## config.mk

```make
export PLATFORM = sky130hd
export DESIGN_NAME = ts_prbs_sync
export DESIGN_NICKNAME = d
export VERILOG_FILES = /design/src/rtl/ts_chk_pkg.sv /design/src/rtl/ts_prbs_sync.sv
export SDC_FILE = /design/constraint.sdc
export NUM_CORES = 1
export LEC_CHECK = 0
export BUFFER_PORTS_ARGS = -buffer_cell sky130_fd_sc_hd__buf_2
export CORE_ASPECT_RATIO = 1.75
export CORE_MARGIN = 5
export CORE_UTILIZATION = 40
export CTS_BUF_LIST = sky130_fd_sc_hd__clkbuf_16
export DETAILED_ROUTE_END_ITERATION = 16
export GPL_ROUTABILITY_DRIVEN = 0
export HOLD_SLACK_MARGIN = 0.02
export PLACE_DENSITY = 0.55
export SLEW_MARGIN = 20
export SYNTH_ARGS = -nofsm -noshare
export SYNTH_HDL_FRONTEND = slang
export SYNTH_SLANG_ARGS = --single-unit
```

## constraint.sdc

```tcl
create_clock -name clk_i -period 24 [get_ports clk_i]
set_input_delay 4.8 -clock clk_i [delete_from_list [all_inputs] [get_ports clk_i]]
set_output_delay 4.8 -clock clk_i [all_outputs]
set_load 0.01 [all_outputs]
```

## src/rtl/ts_chk_pkg.sv

```systemverilog
package ts_chk_pkg;
  typedef enum logic [1:0] {
    SYNC_SEED   = 2'd0,
    SYNC_VERIFY = 2'd1,
    SYNC_LOCK   = 2'd2
  } sync_st_e;

  function automatic logic [3:0] pop8(input logic [7:0] v);
    logic [3:0] n;
    n = '0;
    for (int i = 0; i < 8; i++) n = n + {3'b0, v[i]};
    return n;
  endfunction
endpackage

```

## src/rtl/ts_prbs_sync.sv

```systemverilog
module ts_prbs_sync
  import ts_chk_pkg::*;
#(
  parameter int LFSR_LEN    = 11,
  parameter int TAP_A       = 9,
  parameter int VERIFY_BITS = 16,
  parameter int WIN_BITS    = 64,
  parameter int WIN_ERR_MAX = 8,
  localparam int CNT_BW     = $clog2(WIN_BITS + 1),
  localparam int WERR_BW    = $clog2(WIN_ERR_MAX + 1)
) (
  input  logic       clk_i,
  input  logic       rst_ni,
  input  logic       clr_i,
  input  logic       vld_i,
  input  logic [7:0] byte_i,
  output logic       locked_o,
  output logic [3:0] err_bits_o
);
  sync_st_e              st_q, st_d;
  logic [LFSR_LEN-1:0]   hist_q, hist_d;
  logic [CNT_BW-1:0]     cnt_q, cnt_d;
  logic [WERR_BW-1:0]    werr_q, werr_d;
  logic [3:0]            err_d;

  always_comb begin
    logic b, p;
    st_d   = st_q;
    hist_d = hist_q;
    cnt_d  = cnt_q;
    werr_d = werr_q;
    err_d  = '0;
    if (vld_i) begin
      for (int i = 7; i >= 0; i--) begin
        b = byte_i[i];
        p = hist_d[TAP_A-1] ^ hist_d[LFSR_LEN-1];
        unique case (st_d)
          SYNC_SEED: begin
            hist_d = {hist_d[LFSR_LEN-2:0], b};
            cnt_d  = cnt_d + 1'b1;
            if (cnt_d == CNT_BW'(LFSR_LEN)) begin
              st_d  = SYNC_VERIFY;
              cnt_d = '0;
            end
          end
          SYNC_VERIFY: begin
            if (b == p) begin
              hist_d = {hist_d[LFSR_LEN-2:0], p};
              cnt_d  = cnt_d + 1'b1;
              if (cnt_d == CNT_BW'(VERIFY_BITS)) begin
                st_d   = SYNC_LOCK;
                cnt_d  = '0;
                werr_d = '0;
              end
            end else begin
              st_d  = SYNC_SEED;
              cnt_d = '0;
            end
          end
          default: begin
            hist_d = {hist_d[LFSR_LEN-2:0], p};
            cnt_d  = cnt_d + 1'b1;
            if (b != p) begin
              err_d  = err_d + 1'b1;
              werr_d = werr_d + 1'b1;
            end
            if (werr_d == WERR_BW'(WIN_ERR_MAX)) begin
              st_d   = SYNC_SEED;
              cnt_d  = '0;
              werr_d = '0;
            end else if (cnt_d == CNT_BW'(WIN_BITS)) begin
              cnt_d  = '0;
              werr_d = '0;
            end
          end
        endcase
      end
    end
  end

  always_ff @(posedge clk_i or negedge rst_ni) begin
    if (!rst_ni) begin
      st_q   <= SYNC_SEED;
      hist_q <= '0;
      cnt_q  <= '0;
      werr_q <= '0;
    end else if (clr_i) begin
      st_q   <= SYNC_SEED;
      hist_q <= '0;
      cnt_q  <= '0;
      werr_q <= '0;
    end else begin
      st_q   <= st_d;
      hist_q <= hist_d;
      cnt_q  <= cnt_d;
      werr_q <= werr_d;
    end
  end

  assign locked_o   = (st_q == SYNC_LOCK);
  assign err_bits_o = clr_i ? 4'd0 : err_d;

  // lock is only reached from the verification phase
  assert_lock_via_verify_R5: assert property (@(posedge clk_i) disable iff (!rst_ni)
    $rose(locked_o) |-> $past(st_q) == SYNC_VERIFY);
  // errors are reported only from the locked state
  assert_err_when_locked_R6: assert property (@(posedge clk_i) disable iff (!rst_ni)
    (err_bits_o != 4'd0) |-> locked_o);
  // window error count stays below the drop threshold
  assert_window_bound_R7: assert property (@(posedge clk_i) disable iff (!rst_ni)
    werr_q < WERR_BW'(WIN_ERR_MAX));
endmodule

```

Yosys cells after proc, flatten, opt, wreduce, memory -nomap -nowiden
Cells that the tools add are included.
{ "totals": {"inputBits": 12, "elab_cells": 338, "out_inout_bits": 5, "regBits": 24} }
{ "classes": {"add_sub_neg": 23, "n_bitwise": 8, "n_reduce_logical": 17, "muxes": 229, "n_eq_ne": 57} }
{ "ops": {"columns": ["cell", "n"], "rows": [
  ["$mux 4", 88],
  ["$mux 7", 49],
  ["$mux 11", 17],
  ["$pmux 11 s2", 8],
  ["$pmux 7 s2", 8],
  ["$mux 2", 41],
  ["$pmux 4 s2", 8],
  ["$add 4x1->4 const B", 15],
  ["$add 7x1->7 const B", 8],
  ["$eq 7x4->1 const B", 8],
  ["$eq 7x5->1 const B", 8],
  ["$eq 7x7->1 const B", 8],
  ["$eq 4x4->1 const B", 8],
  ["$pmux 2 s2", 8],
  ["$eq 2x1->1 const B", 8],
  ["$logic_not 2->1", 8],
  ["$reduce_or 2->1", 8],
  ["$eq 1x1->1", 8],
  ["$ne 1x1->1", 8],
  ["$xor 1x1->1", 8],
  ["$eq 2x2->1 const B", 1],
  ["$mux 1", 2],
  ["$reduce_bool 2->1", 1]
]} }

Longest topological paths before layout
Gate-level depths: netlist of the first run.
{ "depth": {"depth_word": 66, "depth_mapped": 72, "ltp_nobuf": 67} }

Worst setup path after synthesis of the first run
Ideal clock, no wire load.
{ "synth_timing": {"path_kind": "in2out", "start": "input byte_i[7]", "end": "output err_bits_o[3]", "n_path_buf": 5, "path_stages": 61, "required_time_ps": 19200, "arrival_time_ps": 17173, "setup_slack_ps": 2027, "path_cell_list": "xnor3_1 > buf_2 > mux2i_1 > a2111o_1 > nand2_1 > a21oi_1 > ha_1 > nand2b_1 > or3_1 > xnor2_1 > or2_0 > clkbuf_1 > nand3_1 > a21o_1 > o21ai_1 > inv_1 > ha_1 > o211ai_1 > [... 25 more ...] > mux2i_1 > a211o_1 > o211ai_1 > o221a_2 > nor2_1 > ha_1 > inv_1 > a31o_2 > nor3_1 > xnor2_1 > nor2_1 > and4_1 > clkbuf_1 > nor2_2 > nor2_1 > nand4b_1 > xnor2_1 > nor2_1"} }
{ "synth_via": {"elab_chain_len": 61, "word_cells_on_any_way": 267, "cone_classes": "19 x add/sub; 46 x eq/ne; 181 x mux; 7 x bitwise; 14 x reduce/logical"} }
{ "synth_rtl": {"columns": ["element", "line_no", "text"], "rows": [
  ["start: declaration", "ts_prbs_sync.sv:16", "input logic [7:0] byte_i,"],
  ["$ne 1x1->1", "ts_prbs_sync.sv:63", "if (b != p) begin"],
  ["$mux 4", "ts_prbs_sync.sv:63", null],
  ["$mux 4", "ts_prbs_sync.sv:37", "unique case (st_d)"],
  ["$mux 4", "ts_prbs_sync.sv:33", "if (vld_i) begin"],
  ["$eq 4x4->1 / $mux 4 (equally long branches)", "ts_prbs_sync.sv:67, ts_prbs_sync.sv:71", null],
  ["$mux 4", "ts_prbs_sync.sv:67", "if (werr_d == WERR_BW'(WIN_ERR_MAX)) begin"],
  ["$pmux 4 s2", "ts_prbs_sync.sv:37", null],
  ["$mux 4", "ts_prbs_sync.sv:33", null],
  ["[... 45 more ...]", null, null],
  ["$mux 2", "ts_prbs_sync.sv:67", null],
  ["$pmux 2 s2", "ts_prbs_sync.sv:37", null],
  ["$mux 2", "ts_prbs_sync.sv:33", null],
  ["$eq 2x1->1 / $logic_not 2->1 (equally long branches)", "ts_prbs_sync.sv:37", null],
  ["$reduce_or 2->1 (no line)", null, null],
  ["$mux 4 *", "ts_prbs_sync.sv:37", null],
  ["$mux 4 *", "ts_prbs_sync.sv:33", null],
  ["$mux 4 *", "ts_prbs_sync.sv:101", "assign err_bits_o = clr_i ? 4'd0 : err_d;"],
  ["end: declaration", "ts_prbs_sync.sv:18", "output logic [3:0] err_bits_o"]
]} }
Mark *: on every way between the ends. The rest lies on a longest branch, timed or not. The select of a mux whose other input is x is not followed.

Worst setup path in the final report of the first run
Ends and elaborated chain as after synthesis.

==> impl_metrics.py, run 1 <==
metrics = {
    "setup_path": {
        "cp.required_ps": 19200,
        "slowest_delay_ps": 470,
        "path_common_cell": "ha_1",
        "cp_num_buf_inv": 8,
        "crit_slowest_cell": "or3_1",
        "worstPathArrival_ps": 18060,
        "startpoint_type": "primary input",
        "critPathTopFamily": "simple AND/OR/NAND/NOR gates",
        "cp-end-kind": "primary output",
        "path_class": "primary input to primary output",
        "cp_max_fo": 12,
    },
    "timing": {
        "max_freq_mhz": 43.7,
        "rsz0062_at_grt": "false",
        "tns_ps": 0,
        "clock_skew_ps": 2.82,
        "period_needed_ps": 22860,
        "relSlewSlack": 0.323,
        "setup_viol": 0,
        "max_slew.worst_pin.slew_ps": 1010,
        "drv_slew": 0,
        "min_period_over_period": 0.953,
        "hold_viol": 0,
    },
    "clock_tree": {
        "htree_levels": 1,
        "clock_sinks": 24,
        "clkTransAtPathRegs_ps": 60,
        "root_buffer": "clkbuf_16",
        "cts_tree": "done",
        "clockBufferDepth": 2,
        "insertion_delay_ps": 250,
        "numCtsBuffers": 3,
    },
    "drt": {
        "final_antenna_net_count": 0,
        "wl_per_cell_um": 22.9,
        "avgViaCountPerCell": 6.63,
        "drc": 0,
        "drt-initial-drc-count": 846,
        "vias": 10324,
        "dr.pass1.iters": 5,
        "wl_um": 35600,
    },
    "yosys": {
        "ys.flop_type": "dfrtp_1",
        "synth_nets": 1318,
        "synthMostInstantiatedCell": "nor2_1",
        "synth.avg_cell_area_um2": 7.16,
        "syn_inst": 1275,
        "synthTopCellsByCount": "nor2_1 (113), nand2_1 (110), a21oi_1 (76)",
        "synth_edf_count": 0,
        "synth_top_area_cell": "dfrtp_1",
        "netlist.area_leader.share": 0.0658,
        "async_reset_ff_frac": 1.00,
        "netlist_area_um2": 9130,
        "yosysSeqAreaShare": 0.0658,
        "yosysWarnings": 0,
        "yosysUniqueCellTypes": 122,
        "synth_seq_cells": 24,
        "synthTopCellsByArea": "dfrtp_1 (6.6%), xnor2_1 (5.8%), nor2_1 (4.6%)",
    },
    "global_routing": {
        "antenna_found_initial": 0,
        "grt_pass1_wl_um": 55600,
        "track_usage": 0.268,
        "grt_overflow_total": 0,
        "grt_pass1_vias": 10147,
        "grt_max_degree": 28,
    },
    "floorplan": {
        "core.rowCount": 73,
        "ios": 17,
        "core_um2": 22700,
        "die_area_um2": 26100,
        "die_x_um": 124,
        "start_util": 0.403,
        "die_h_um": 210,
    },
    "final_layout": {
        "fillerInstances": 2489,
        "area_growth_pct": 5.46,
        "fin_nets": 1300,
        "num_antenna_cells": 0,
        "drive_gt1_frac": 0.119,
    },
    "hold_path": {
        "hp-class": "flip-flop to flip-flop",
    },
    "place": {
        "io_buffer_count": 16,
        "hpwl_um": 29200,
    },
    "run": {
        "maxCapViolCount": 0,
    },
    "status": {
        "status": "finished clean",
    },
}
==> state kept, by name, indices dropped and copies added, names as in the netlist <==
name    cells
hist_q     11
werr_q      4
cnt_q       7
st_q        2
==> final timing paths <==
check | start | end | slack (ps) | depth (start not counted)
max reg2reg | st_q[1] | cnt_q[0] | 8180 | 59
min | hist_q[4] | hist_q[4] | 560 | 1
min reg2reg | hist_q[4] | hist_q[4] | 560 | 1
max in group asynchronous | rst_ni | hist_q[6] | 19150 | 1
max | byte_i[7] | err_bits_o[3] | 1140 | 60
min in group asynchronous | rst_ni | cnt_q[3] | 4510 | 1
==> per-stage QoR <==
| stage | util | setup WS [ps] | cell area, µm² | hold slack, ps | std cells |
|---|---|---|---|---|---|
| 6_report | 0.425 | 1140 | 9630 | 557 | 1556 |
| 5_1_grt | 0.425 | 19.2 | 9630 | 586 | 1556 |
| 4_1_cts | 0.421 | 170 | 9530 | 566 | 1555 |
| 3_5_place_dp | 0.417 | 220 | 9450 | 553 | 1551 |
| 3_3_place_gp | 0.417 | 762 | 9450 | 543 | 1551 |
| 2_1_floorplan | - | 2030 | 9130 | 494 | 1275 |
==> cell usage in the layout, fill, tap and decap left out, types with 30 or more instances in the layout <==
cell type and n:
a21oi_1 74, ha_1 30, mux2i_1 41, nand2_1 110
nand3_1 49, nor2_1 111, nor3_1 47, o21ai_0 58
o21ai_1 30, xnor2_1 60
==> per-layer routing <==
metal  routed length, µm  share of wire  global-route usage  up-vias
li1                    -              -                   -     4923
met1               13200           0.37               0.288     4935
met2               18600           0.52               0.492      322
met3                 979          0.028              0.0148      144
met4                2820          0.079               0.175        0
met5                   0              0                   0        -
==> worst register-to-register path: cells and delay by family, from the launching register on <==
kind	cells	cell delay (ps)
DFF	1	930
AOI/OAI and AO/OA	20	4970
muxes	2	640
and+or+nand+nor	22	5460
buffers and inverters	7	1360
xor gates and xnor gates	1	290
adders and majority gates	7	2070
==> kinds of logic (layout without fill, tap and decap cells) <==
group,Yosys count,after routing,synth area share
xor gates and xnor gates,92,92,0.0923
muxes,50,50,0.0559
DFF,24,24,0.0658
AOI/OAI and AO/OA,471,471,0.398
buffers and inverters,84,65,0.0403
adders and majority gates,31,31,0.0425
and+or+nand+nor,523,523,0.306
==> repair_timing <==
| item | 4_1_cts | 5_1_grt |
|---|---|---|
| setup buffers | 0 | 1 |
| resized for setup | 0 | 20 |
| hold buffers | 0 | 0 |
| setup endpoints to repair | 0 | 4 |
==> cell type report <==
class	count	area (µm²)	share of cell area
Clock inverter	1	3.75	0.000390
Timing Repair Buffer	34	215	0.0224
Tap cell	300	375	0.0390
Clock buffer	3	75.1	0.00780
Inverter	27	101	0.0105
Multi-Input combinational cell	1167	8250	0.858
Sequential cell	24	601	0.0624
Power of run 1 is left out: the tool's default activity adds up to more than one toggle a clock period on the data nets, which glitch-free logic cannot reach.
==> run 2: changes to the inputs <==
--- a/config.mk
+++ b/config.mk
@@ -13,6 +13,7 @@
 export DETAILED_ROUTE_END_ITERATION = 16
 export GPL_ROUTABILITY_DRIVEN = 0
 export HOLD_SLACK_MARGIN = 0.02
+export MAX_ROUTING_LAYER = met4
 export PLACE_DENSITY = 0.55
 export SLEW_MARGIN = 20
 export SYNTH_ARGS = -nofsm -noshare
==> impl_metrics.py, run 2 (same netlist as run 1, synthesis figures left out) <==
metrics = {
    "status": {
        "status": "finished clean",
    },
    "drt": {
        "wl_met2_um": 18600,
        "avgViaCountPerCell": 6.66,
        "top_layer": "met4",
        "vias": 10357,
        "dr.pass1.iters": 7,
        "wl_per_cell_um": 22.9,
        "drc": 0,
        "final_antenna_net_count": 0,
        "drt-initial-drc-count": 909,
        "wl_um": 35700,
        "drt-met1-wl_um": 13200,
        "met3_length_um": 1070,
    },
    "final_layout": {
        "drive_gt1_frac": 0.118,
        "largest-register": "hist_q",
        "area_growth_pct": 5.40,
        "final_cell_mix": "nor2_1 (111), nand2_1 (110), a21oi_1 (74)",
        "mostFrequentLayoutCell": "nor2_1",
        "utilization": 0.425,
        "fin_nets": 1300,
        "largest_reg_flops": 11,
        "largestRegisters": "hist_q x11, cnt_q x7, werr_q x4",
        "num_antenna_cells": 0,
    },
    "setup_path": {
        "cp_max_fo": 12,
        "worstPathArrival_ps": 18110,
        "cp.required_ps": 19200,
        "rrSetupSlack_ps": 8080,
        "crit_start": "byte_i[7]",
        "r2r-start": "st_q[1]",
        "critPathCapture": "err_bits_o[3]",
        "cp-end-kind": "primary output",
        "crit_slowest_cell": "or3_1",
        "worst_r2r_endpoint": "cnt_q[3]",
        "path_class": "primary input to primary output",
        "path_common_cell": "ha_1",
        "slowest_delay_ps": 470,
        "startpoint_type": "primary input",
        "reg2reg_depth": 59,
    },
    "clock_tree": {
        "numCtsBuffers": 3,
        "cts_tree": "done",
        "htree_levels": 1,
        "clockBufferDepth": 2,
        "root_buffer": "clkbuf_16",
        "ctsHoldBuffers": 0,
        "clock_sinks": 24,
        "insertion_delay_ps": 250,
        "clkTransAtPathRegs_ps": 60,
    },
    "hold_path": {
        "hp-class": "flip-flop to flip-flop",
    },
    "floorplan": {
        "core_um2": 22700,
        "core.rowCount": 73,
        "die_h_um": 210,
        "start_util": 0.403,
        "die_area_um2": 26100,
        "die_x_um": 124,
        "ios": 17,
    },
    "place": {
        "io_buffer_count": 16,
        "hpwl_um": 29200,
    },
    "timing": {
        "clock_skew_ps": 1.86,
        "max_freq_mhz": 43.6,
        "period_needed_ps": 22910,
        "min_period_over_period": 0.955,
        "max_slew.worst_pin.slew_ps": 1050,
        "drv_slew": 0,
        "hold_viol": 0,
        "setup_viol": 0,
        "relSlewSlack": 0.302,
    },
    "global_routing": {
        "track_usage": 0.276,
        "grt_pass1_wl_um": 55600,
        "grt_overflow_total": 0,
        "grt_pass1_vias": 10137,
        "grt_max_degree": 28,
        "antenna_found_initial": 0,
    },
    "run": {
        "maxCapViolCount": 0,
    },
}
==> run 2: final cells by class <==
type                    instances  area (µm²)
clock buffers                   3        75.1
clock inverters                 1        3.75
fillers                      2489       13000
inverters                      27         101
multi-input cells            1167        8250
flip-flops and latches         24         601
well taps                     300         375
repair buffers                 34         215
==> run 2: routing by layer <==
layer,vias to the layer above,GRT usage
met4,0,0.175
met3,141,0.0138
met5,-,-
met1,4937,0.288
met2,347,0.492
li1,4932,-
==> run 2: what timing repair did <==
action | 4_1_cts | 5_1_grt
resized for setup | 0 | 19
endpoints found under the setup margin | 0 | 4
setup buffers | 0 | 1
endpoints found under the hold margin | 0 | 0
==> run 2: stage by stage <==
| stage | TNS (ps) | worst slack (ps) | instances | area [µm²] | hold WS [ps] |
|---|---|---|---|---|---|
| 2_1_floorplan | 0 | 2030 | 1275 | 9130 | 494 |
| 3_3_place_gp | 0 | 762 | 1551 | 9450 | 543 |
| 3_5_place_dp | 0 | 220 | 1551 | 9450 | 553 |
| 4_1_cts | 0 | 170 | 1555 | 9530 | 566 |
| 5_1_grt | -25.9 | -25.9 | 1556 | 9620 | 586 |
| 6_report | 0 | 1090 | 1556 | 9620 | 559 |
==> run 2: worst max-delay path, delay by kind of cell <==
kind | cells | cell delay [ps]
buffers and inverters | 8 | 1080
xor gates and xnor gates | 4 | 970
AOI/OAI and AO/OA | 14 | 3360
adders and majority gates | 6 | 1700
and+or+nand+nor | 27 | 5850
muxes | 1 | 330
==> run 2: worst min path at each step <==
stage / from / to / depth (start not counted)
floorplan: hist_q[3] / hist_q[3] / 2
global placement: hist_q[4] / hist_q[4] / 1
detailed placement: hist_q[4] / hist_q[4] / 1
CTS: hist_q[4] / hist_q[4] / 1
global route: hist_q[3] / hist_q[3] / 2
finish: hist_q[4] / hist_q[4] / 1
Power of run 2 is left out for the same reason.
